$ cat config.mk
export PLATFORM = sky130hd
export DESIGN_NAME = mcycle_seq
export DESIGN_NICKNAME = d
export VERILOG_FILES = /design/src/rtl/mcycle_seq_pkg.sv /design/src/rtl/mcycle_mode_dec.sv /design/src/rtl/mcycle_pulse_ctr.sv /design/src/rtl/mcycle_state_sel.sv /design/src/rtl/mcycle_strobe.sv /design/src/rtl/mcycle_seq.sv
export SDC_FILE = /design/constraint.sdc
export NUM_CORES = 1
export LEC_CHECK = 0
export ABC_CLOCK_PERIOD_IN_PS = 2000
export BUFFER_PORTS_ARGS = -buffer_cell sky130_fd_sc_hd__buf_2
export CAP_MARGIN = 20
export CORE_MARGIN = 2
export CORE_UTILIZATION = 42
export CTS_BUF_LIST = sky130_fd_sc_hd__clkbuf_16
export DETAILED_ROUTE_END_ITERATION = 8
export HOLD_SLACK_MARGIN = 0.03
export PLACE_DENSITY = 0.71
export SLEW_MARGIN = 20
export SYNTH_ARGS = -nofsm -noshare
export SYNTH_HDL_FRONTEND = slang
export SYNTH_HIERARCHICAL = 1
export SYNTH_SLANG_ARGS = --single-unit
$ cat constraint.sdc
create_clock -name clk -period 2 [get_ports clk]
set_input_delay 0.3 -clock clk [delete_from_list [all_inputs] [get_ports clk]]
set_output_delay 0.3 -clock clk [all_outputs]
set_load 0.1 [all_outputs]
$ cat src/rtl/mcycle_seq_pkg.sv
`timescale 1ns/1ps
// Package: shared encodings for the machine cycle sequencer.
// Assumes mode codes are the raw {clear_n, wait_n} pin pair.
package mcycle_seq_pkg;

    typedef enum logic [1:0] {
        MODE_LOAD  = 2'b00,
        MODE_RESET = 2'b01,
        MODE_PAUSE = 2'b10,
        MODE_RUN   = 2'b11
    } ctl_mode_e;

    typedef enum logic [1:0] {
        ST_FETCH = 2'b00,
        ST_EXEC  = 2'b01,
        ST_DMA   = 2'b10,
        ST_INTR  = 2'b11
    } mstate_e;

endpackage

$ cat src/rtl/mcycle_mode_dec.sv
`timescale 1ns/1ps
// Module: mcycle_mode_dec
// Decodes the two active-low control pins into the operating mode and
// the qualifiers used by the rest of the sequencer.
// Assumes the pins are already synchronous to clk.
module mcycle_mode_dec
    import mcycle_seq_pkg::*;
(
    input  logic      clear_n,
    input  logic      wait_n,
    output ctl_mode_e mode,
    output logic      advance,
    output logic      hold_reset,
    output logic      load_idle
);

    // Purpose: map pin pair to mode and derive the per-mode qualifiers.
    always_comb begin
        unique case ({clear_n, wait_n})
            2'b00:   mode = MODE_LOAD;
            2'b01:   mode = MODE_RESET;
            2'b10:   mode = MODE_PAUSE;
            default: mode = MODE_RUN;
        endcase
        advance    = (mode == MODE_RUN) || (mode == MODE_LOAD);
        hold_reset = (mode == MODE_RESET);
        load_idle  = (mode == MODE_LOAD);
    end

endmodule

$ cat src/rtl/mcycle_pulse_ctr.sv
`timescale 1ns/1ps
// Module: mcycle_pulse_ctr
// Counts pulses within a machine cycle. The cycle is NORM_PULSES long, or
// INIT_PULSES long while long_cycle is high. Flags the last pulse.
// Assumes clr and adv are never high together.
module mcycle_pulse_ctr #(
    parameter int NORM_PULSES = 8,
    parameter int INIT_PULSES = 9,
    localparam int CNT_W = $clog2(INIT_PULSES)
) (
    input  logic             clk,
    input  logic             rst_n,
    input  logic             clr,
    input  logic             adv,
    input  logic             long_cycle,
    output logic [CNT_W-1:0] cnt,
    output logic             last
);

    localparam logic [CNT_W-1:0] NORM_END = CNT_W'(NORM_PULSES - 1);
    localparam logic [CNT_W-1:0] INIT_END = CNT_W'(INIT_PULSES - 1);
    localparam logic [CNT_W-1:0] INIT_TOP = CNT_W'(INIT_PULSES);
    localparam logic [CNT_W-1:0] NORM_TOP = CNT_W'(NORM_PULSES);

    logic [CNT_W-1:0] end_cnt;

    // Purpose: select the terminal count for the current cycle kind.
    always_comb begin
        end_cnt = long_cycle ? INIT_END : NORM_END;
        last    = adv && (cnt == end_cnt);
    end

    // Purpose: advance, wrap or clear the pulse count.
    always_ff @(posedge clk) begin
        if (!rst_n || clr) begin
            cnt <= '0;
        end else if (adv) begin
            if (last) begin
                cnt <= '0;
            end else begin
                cnt <= cnt + 1'b1;
            end
        end
    end

    // count never reaches the long-cycle length
    a_r2_cnt_bound: assert property (@(posedge clk) disable iff (!rst_n)
        cnt < INIT_TOP);

    // the extra pulse only exists in the long cycle
    a_r2_extra_only_init: assert property (@(posedge clk) disable iff (!rst_n)
        (cnt >= NORM_TOP) |-> long_cycle);

endmodule

$ cat src/rtl/mcycle_state_sel.sv
`timescale 1ns/1ps
// Module: mcycle_state_sel
// Holds the machine state, the initialization flag and the second-execute
// marker, and chooses the next state at each cycle end.
// Assumes cyc_end is only high while the sequencer advances.
module mcycle_state_sel
    import mcycle_seq_pkg::*;
(
    input  logic    clk,
    input  logic    rst_n,
    input  logic    clr,
    input  logic    cyc_end,
    input  logic    load_idle,
    input  logic    dma_any,
    input  logic    int_pend,
    input  logic    need2,
    output mstate_e state_q,
    output logic    init_q
);

    logic    second_q;
    mstate_e pick;
    mstate_e nxt;
    logic    nxt_second;
    logic    nxt_init;

    // Purpose: priority choice at the end of an instruction or DMA cycle.
    always_comb begin
        if (dma_any) begin
            pick = ST_DMA;
        end else if (load_idle) begin
            pick = ST_EXEC;
        end else if (int_pend) begin
            pick = ST_INTR;
        end else begin
            pick = ST_FETCH;
        end
    end

    // Purpose: next-state, init and second-execute decisions.
    always_comb begin
        nxt        = state_q;
        nxt_second = second_q;
        nxt_init   = init_q;
        if (cyc_end) begin
            nxt_second = 1'b0;
            if (init_q) begin
                nxt_init = 1'b0;
                nxt      = dma_any ? ST_DMA : (load_idle ? ST_EXEC : ST_FETCH);
            end else begin
                unique case (state_q)
                    ST_FETCH: nxt = ST_EXEC;
                    ST_EXEC: begin
                        if (!second_q && need2 && !load_idle) begin
                            nxt        = ST_EXEC;
                            nxt_second = 1'b1;
                        end else begin
                            nxt = pick;
                        end
                    end
                    ST_DMA:  nxt = pick;
                    default: nxt = load_idle ? ST_EXEC : ST_FETCH;
                endcase
            end
        end
    end

    // Purpose: state registers with reset-mode override.
    always_ff @(posedge clk) begin
        if (!rst_n || clr) begin
            state_q  <= ST_EXEC;
            init_q   <= 1'b1;
            second_q <= 1'b0;
        end else begin
            state_q  <= nxt;
            init_q   <= nxt_init;
            second_q <= nxt_second;
        end
    end

    // reset mode parks the sequencer in execute with init pending
    a_r3_reset_exec: assert property (@(posedge clk) disable iff (!rst_n)
        clr |=> (state_q == ST_EXEC) && init_q);

    // leaving the init cycle never enters the interrupt state
    a_r5_no_intr_after_init: assert property (@(posedge clk) disable iff (!rst_n)
        $fell(init_q) |-> (state_q != ST_INTR));

    // a fetch cycle is always followed by execute
    a_r6_fetch_then_exec: assert property (@(posedge clk) disable iff (!rst_n)
        (cyc_end && !init_q && state_q == ST_FETCH && !clr) |=> (state_q == ST_EXEC));

    // without clear and without a cycle end the state holds
    a_r8_state_hold: assert property (@(posedge clk) disable iff (!rst_n)
        (!cyc_end && !clr) |=> $stable(state_q) && $stable(init_q));

    // load mode never starts a fetch or interrupt cycle
    a_r9_load_idle: assert property (@(posedge clk) disable iff (!rst_n)
        (cyc_end && load_idle) |=> (state_q == ST_EXEC) || (state_q == ST_DMA));

endmodule

$ cat src/rtl/mcycle_strobe.sv
`timescale 1ns/1ps
// Module: mcycle_strobe
// Decodes the two timing strobes from the pulse count, gated off in reset.
// Assumes the count is held frozen by the counter during pause.
module mcycle_strobe #(
    parameter int CNT_W  = 4,
    parameter int TPA_AT = 1,
    parameter int TPB_AT = 6
) (
    input  logic [CNT_W-1:0] cnt,
    input  logic             hold_reset,
    output logic             tpa,
    output logic             tpb
);

    localparam logic [CNT_W-1:0] A_POS = CNT_W'(TPA_AT);
    localparam logic [CNT_W-1:0] B_POS = CNT_W'(TPB_AT);

    // Purpose: position decode of both strobes with reset gating.
    always_comb begin
        tpa = !hold_reset && (cnt == A_POS);
        tpb = !hold_reset && (cnt == B_POS);
    end

endmodule

$ cat src/rtl/mcycle_seq.sv
`timescale 1ns/1ps
// Module: mcycle_seq (top)
// Machine cycle timing sequencer: mode decode, pulse counter, state choice
// and strobe decode. One rising clk edge is one timing pulse.
// Assumes all inputs are synchronous to clk.
module mcycle_seq
    import mcycle_seq_pkg::*;
#(
    parameter int NORM_PULSES = 8,
    parameter int INIT_PULSES = 9,
    parameter int TPA_AT      = 1,
    parameter int TPB_AT      = 6,
    localparam int CNT_W      = $clog2(INIT_PULSES)
) (
    input  logic             clk,
    input  logic             rst_n,
    input  logic             clear_n,
    input  logic             wait_n,
    input  logic             dma_in_req,
    input  logic             dma_out_req,
    input  logic             int_pending,
    input  logic             need_exec2,
    output logic [1:0]       mode,
    output logic [1:0]       mstate,
    output logic [CNT_W-1:0] pulse,
    output logic             tpa,
    output logic             tpb,
    output logic             init_cycle
);

    ctl_mode_e mode_e;
    mstate_e   state_e;
    logic      advance;
    logic      hold_reset;
    logic      load_idle;
    logic      cyc_last;
    logic      init_q;

    mcycle_mode_dec u_mode (
        .clear_n    (clear_n),
        .wait_n     (wait_n),
        .mode       (mode_e),
        .advance    (advance),
        .hold_reset (hold_reset),
        .load_idle  (load_idle)
    );

    mcycle_pulse_ctr #(
        .NORM_PULSES (NORM_PULSES),
        .INIT_PULSES (INIT_PULSES)
    ) u_ctr (
        .clk        (clk),
        .rst_n      (rst_n),
        .clr        (hold_reset),
        .adv        (advance),
        .long_cycle (init_q),
        .cnt        (pulse),
        .last       (cyc_last)
    );

    mcycle_state_sel u_sel (
        .clk       (clk),
        .rst_n     (rst_n),
        .clr       (hold_reset),
        .cyc_end   (cyc_last),
        .load_idle (load_idle),
        .dma_any   (dma_in_req || dma_out_req),
        .int_pend  (int_pending),
        .need2     (need_exec2),
        .state_q   (state_e),
        .init_q    (init_q)
    );

    mcycle_strobe #(
        .CNT_W  (CNT_W),
        .TPA_AT (TPA_AT),
        .TPB_AT (TPB_AT)
    ) u_strb (
        .cnt        (pulse),
        .hold_reset (hold_reset),
        .tpa        (tpa),
        .tpb        (tpb)
    );

    // Purpose: present internal enums on plain output ports.
    always_comb begin
        mode       = mode_e;
        mstate     = state_e;
        init_cycle = init_q;
    end

    // strobes are silent whenever reset mode is selected
    a_r3_strobes_quiet: assert property (@(posedge clk) disable iff (!rst_n)
        (mode_e == MODE_RESET) |-> !tpa && !tpb);

    // strobes keep their value across consecutive pause edges
    a_r8_strobe_hold: assert property (@(posedge clk) disable iff (!rst_n)
        (mode_e == MODE_PAUSE && $past(mode_e) == MODE_PAUSE && $past(rst_n))
            |-> $stable(tpa) && $stable(tpb));

    // the two strobes are never high together
    a_r10_strobes_apart: assert property (@(posedge clk) disable iff (!rst_n)
        !(tpa && tpb));

endmodule

==> run summary <==
From synthesis to final layout, the design area changed by 59.7%. Dividing total power by cell area gives a power density of 733 nW/µm². TritonCTS built the clock tree.

The logs give 0.711 for the final core area utilization and 79 for the synthesized net count. Counting stages on the worst path, the most repeated cell is inv_1. The gate family responsible for the most delay along the worst path is simple AND/OR/NAND/NOR gates. The clock root buffer was clkbuf_16. The setup violation total in the final timing report is 0.

The post-CTS setup repair buffer count was 0. The tools report the die area as 1670 µm². In the routed design, unresolved DRC markers number 0. After floorplanning, the core was sized to cover 1280 µm². The ratio of final minimum period to clock period was 0.903; the post-synthesis sequential element count was 8. Timing would allow up to 554 MHz. For the final database, setup skew stands at 0.00463 ns. The min-delay analysis places its worst path in the category primary input to flop. The number of distinct library cells after synthesis is 29. The relative slew slack is 0.672. Slew at the pin closest to its max-slew limit: 0.495 ns.

19 I/O pins were placed. The combined buffer and inverter count along the critical path came out at 4. The global-route wire length before repair is 2.13 mm.

The slowest cell on the critical path was or4b_1. 0 antenna diodes ended up in the layout. Clock period minus worst slack: 1.81 ns. The flow ran to the end, and the final reports show no timing, DRC or antenna violations. The tools report the maximum vdd drop as 0.569 mV. Once placement finished, the instance area stood at 835 µm². For this design the static power due to leakage is 0.406 nW. Along the worst path, the maximum fanout reaches 4. The fraction of final layout cells with drive strength greater than 1 is 0.417, and the total standard cell area after synthesis is 572 µm². Setup repair after global routing left no endpoint under its margin. The maximum clock path buffer count was 2; the row count was 13. The tools report the total length of routed wires as 1.39 mm. Max-capacitance violation count: 0.

Hold is met by 0.415 ns. The number of hold buffers added after CTS was 0. Leaving out fill and tap cells, the most frequent cell in the layout is buf_2. For this design, the sink count on the clock tree is 8.

The tools report the data required time of the worst path as 2.18 ns. During placement, the flow inserted port buffers numbering 18. The tools report the number of hold violations in the final report as 0. Yosys printed 6 warnings. The worst setup path is captured at a flop. Dividing the detail-routed wire length by the instance count gives 12.5 µm. Before antenna repair, the detailed router went through 4 iterations.

The tools report the H-tree depth reported by CTS as 1. The category of the critical setup timing path is primary input to flop. The average instance area after synthesis came out at 8.66 µm². STA classifies the critical path startpoint as a primary input. The library cells used most frequently in the layout, excluding fill and tap cells, are buf_2 (15), inv_1 (8), buf_4 (8).

Clock tree synthesis inserted a total of 3 buffers. The logs give 10 for the largest net degree at the start of global routing and 0.187 for the global routing usage summed across all routing layers. Detailed routing inserted a total of 594 vias.

Number of global-route vias before repair: 525. The wire-length estimate of the detail-placed layout is 1.06 mm. The number of inserted filler cells in the final layout was 111; the fraction of the yosys area taken by sequential cells was 0.280. The signal on the critical path passes through buf_2 > inv_1 > ha_1 > inv_1 > or4b_1 > o22ai_4 > buf_4 > nand2b_1 > a21oi_1 > a211o_2. For the initial antenna violation count, the log shows 0. The y dimension of the die was 40.9 µm. For the initial standard-cell utilization of the core, the log shows 0.445. Count of final max-slew check failures: 0. The via density per instance works out to 5.35. For the global placer's final weighted congestion, the log shows 0.657. The clock reaches the later pin of the worst-skew pair after 0.23 ns.

After routing the design area is 913 µm². Data arrives at the worst endpoint at 1.98 ns. The tools report the cell count after synthesis as 66.

On the worst path, the slowest cell contributes a delay of 0.49 ns. The number of gates resized after cts is 0, and the die outline width is 40.9 µm. Summed over all layers, the global routing overflow is 0.

In the final design database the tool counted 110 nets. The count of nets left with antenna violations once routing finished came out at 0. The clock-pin slew on the worst setup and hold paths is 0.04 ns, and the number of DRC violations after detailed-routing iteration 0 is 11.
==> layout make-up <==
| cell class | instances | area (µm²) | share of cell area |
|---|---|---|---|
| clock inverters | 1 | 3.75 | 0.00411 |
| inverters | 7 | 26.3 | 0.0288 |
| well taps | 15 | 18.8 | 0.0205 |
| flip-flops and latches | 8 | 174 | 0.190 |
| repair buffers | 26 | 195 | 0.214 |
| multi-input cells | 51 | 420 | 0.460 |
| clock buffers | 3 | 75.1 | 0.0822 |
==> tightest hold or removal path, cell delays in order <==
cell	delay (ns)
buf_2	0.11
nand4b_1	0.08
a32oi_1	0.10
==> metrics by stage <==
step	instances	power (mW)	TNS, ns	worst slack [ns]
finish	111	0.670	0	0.194
global placement	107	0.335	0	0.0359
global route	111	0.701	0	0.127
CTS	111	0.678	0	0.210
detailed placement	107	0.338	-0.0394	-0.0235
floorplan	66	0.286	-0.167	-0.0860
==> final timing paths <==
kind / startpoint / to / slack, ns / cells after the start
setup / recovery: clear_n / u_sel/state_q[0] / 0.19 / 10
hold / removal: int_pending / u_sel/state_q[1] / 0.42 / 3
setup reg to reg: u_ctr/cnt[0] / u_sel/state_q[0] / 0.32 / 6
hold reg to reg: u_sel/init_q / u_sel/init_q / 0.51 / 2
==> cells by family after synthesis <==
| family | after synthesis | share of synthesized area |
|---|---|---|
| DFF | 8 | 0.280 |
| buffers and inverters | 7 | 0.0460 |
| adders and majority gates | 5 | 0.109 |
| and+or+nand+nor | 30 | 0.350 |
| muxes | 1 | 0.0175 |
| AOI/OAI and AO/OA | 12 | 0.151 |
| xor gates and xnor gates | 3 | 0.0460 |
==> metal layers <==
metal	up-vias	track usage	wire length (µm)
li1	300	-	-
met1	275	0.204	619
met2	19	0.383	701
met3	0	0.0326	66
met4	0	0	0
met5	-	0	0
==> report_power, final <==
| group | total [mW] | switching [mW] | leakage (nW) | internal [mW] |
|---|---|---|---|---|
| Clock | 0.335 | 0.0747 | 0.0423 | 0.260 |
| Combinational | 0.160 | 0.102 | 0.296 | 0.0577 |
| Sequential | 0.175 | 0.0114 | 0.0670 | 0.163 |
| Total | 0.670 | 0.189 | 0.406 | 0.481 |
==> cell usage after synthesis (all sizes together) <==
cell type	n	area share
dfxtp	8	0.28
xor2	2	0.031
nand3	2	0.018
inv	7	0.046
nand2b	5	0.055
nand4b	1	0.015
nor2b	1	0.011
or3b	2	0.031
nor4	3	0.055
nor3	4	0.035
or2	3	0.033
mux2i	1	0.018
xnor2	1	0.015
nand4bb	1	0.020
o32ai	1	0.015
and2	1	0.011
o21ai	2	0.018
a32oi	1	0.015
ha	5	0.11
nand4	1	0.011
a211o	1	0.018
or4b	1	0.018
nand2	4	0.026
o22ai	1	0.022
a21oi	4	0.035
nand3b	1	0.013
o211ai	1	0.013
o221ai	1	0.015
==> flip-flops by register name, indices dropped and copies added (netlist names) <==
name,cells
u_sel/state_q,2
u_sel/init_q,1
u_ctr/cnt,4
u_sel/second_q,1
(Power assumes the default switching activity.)
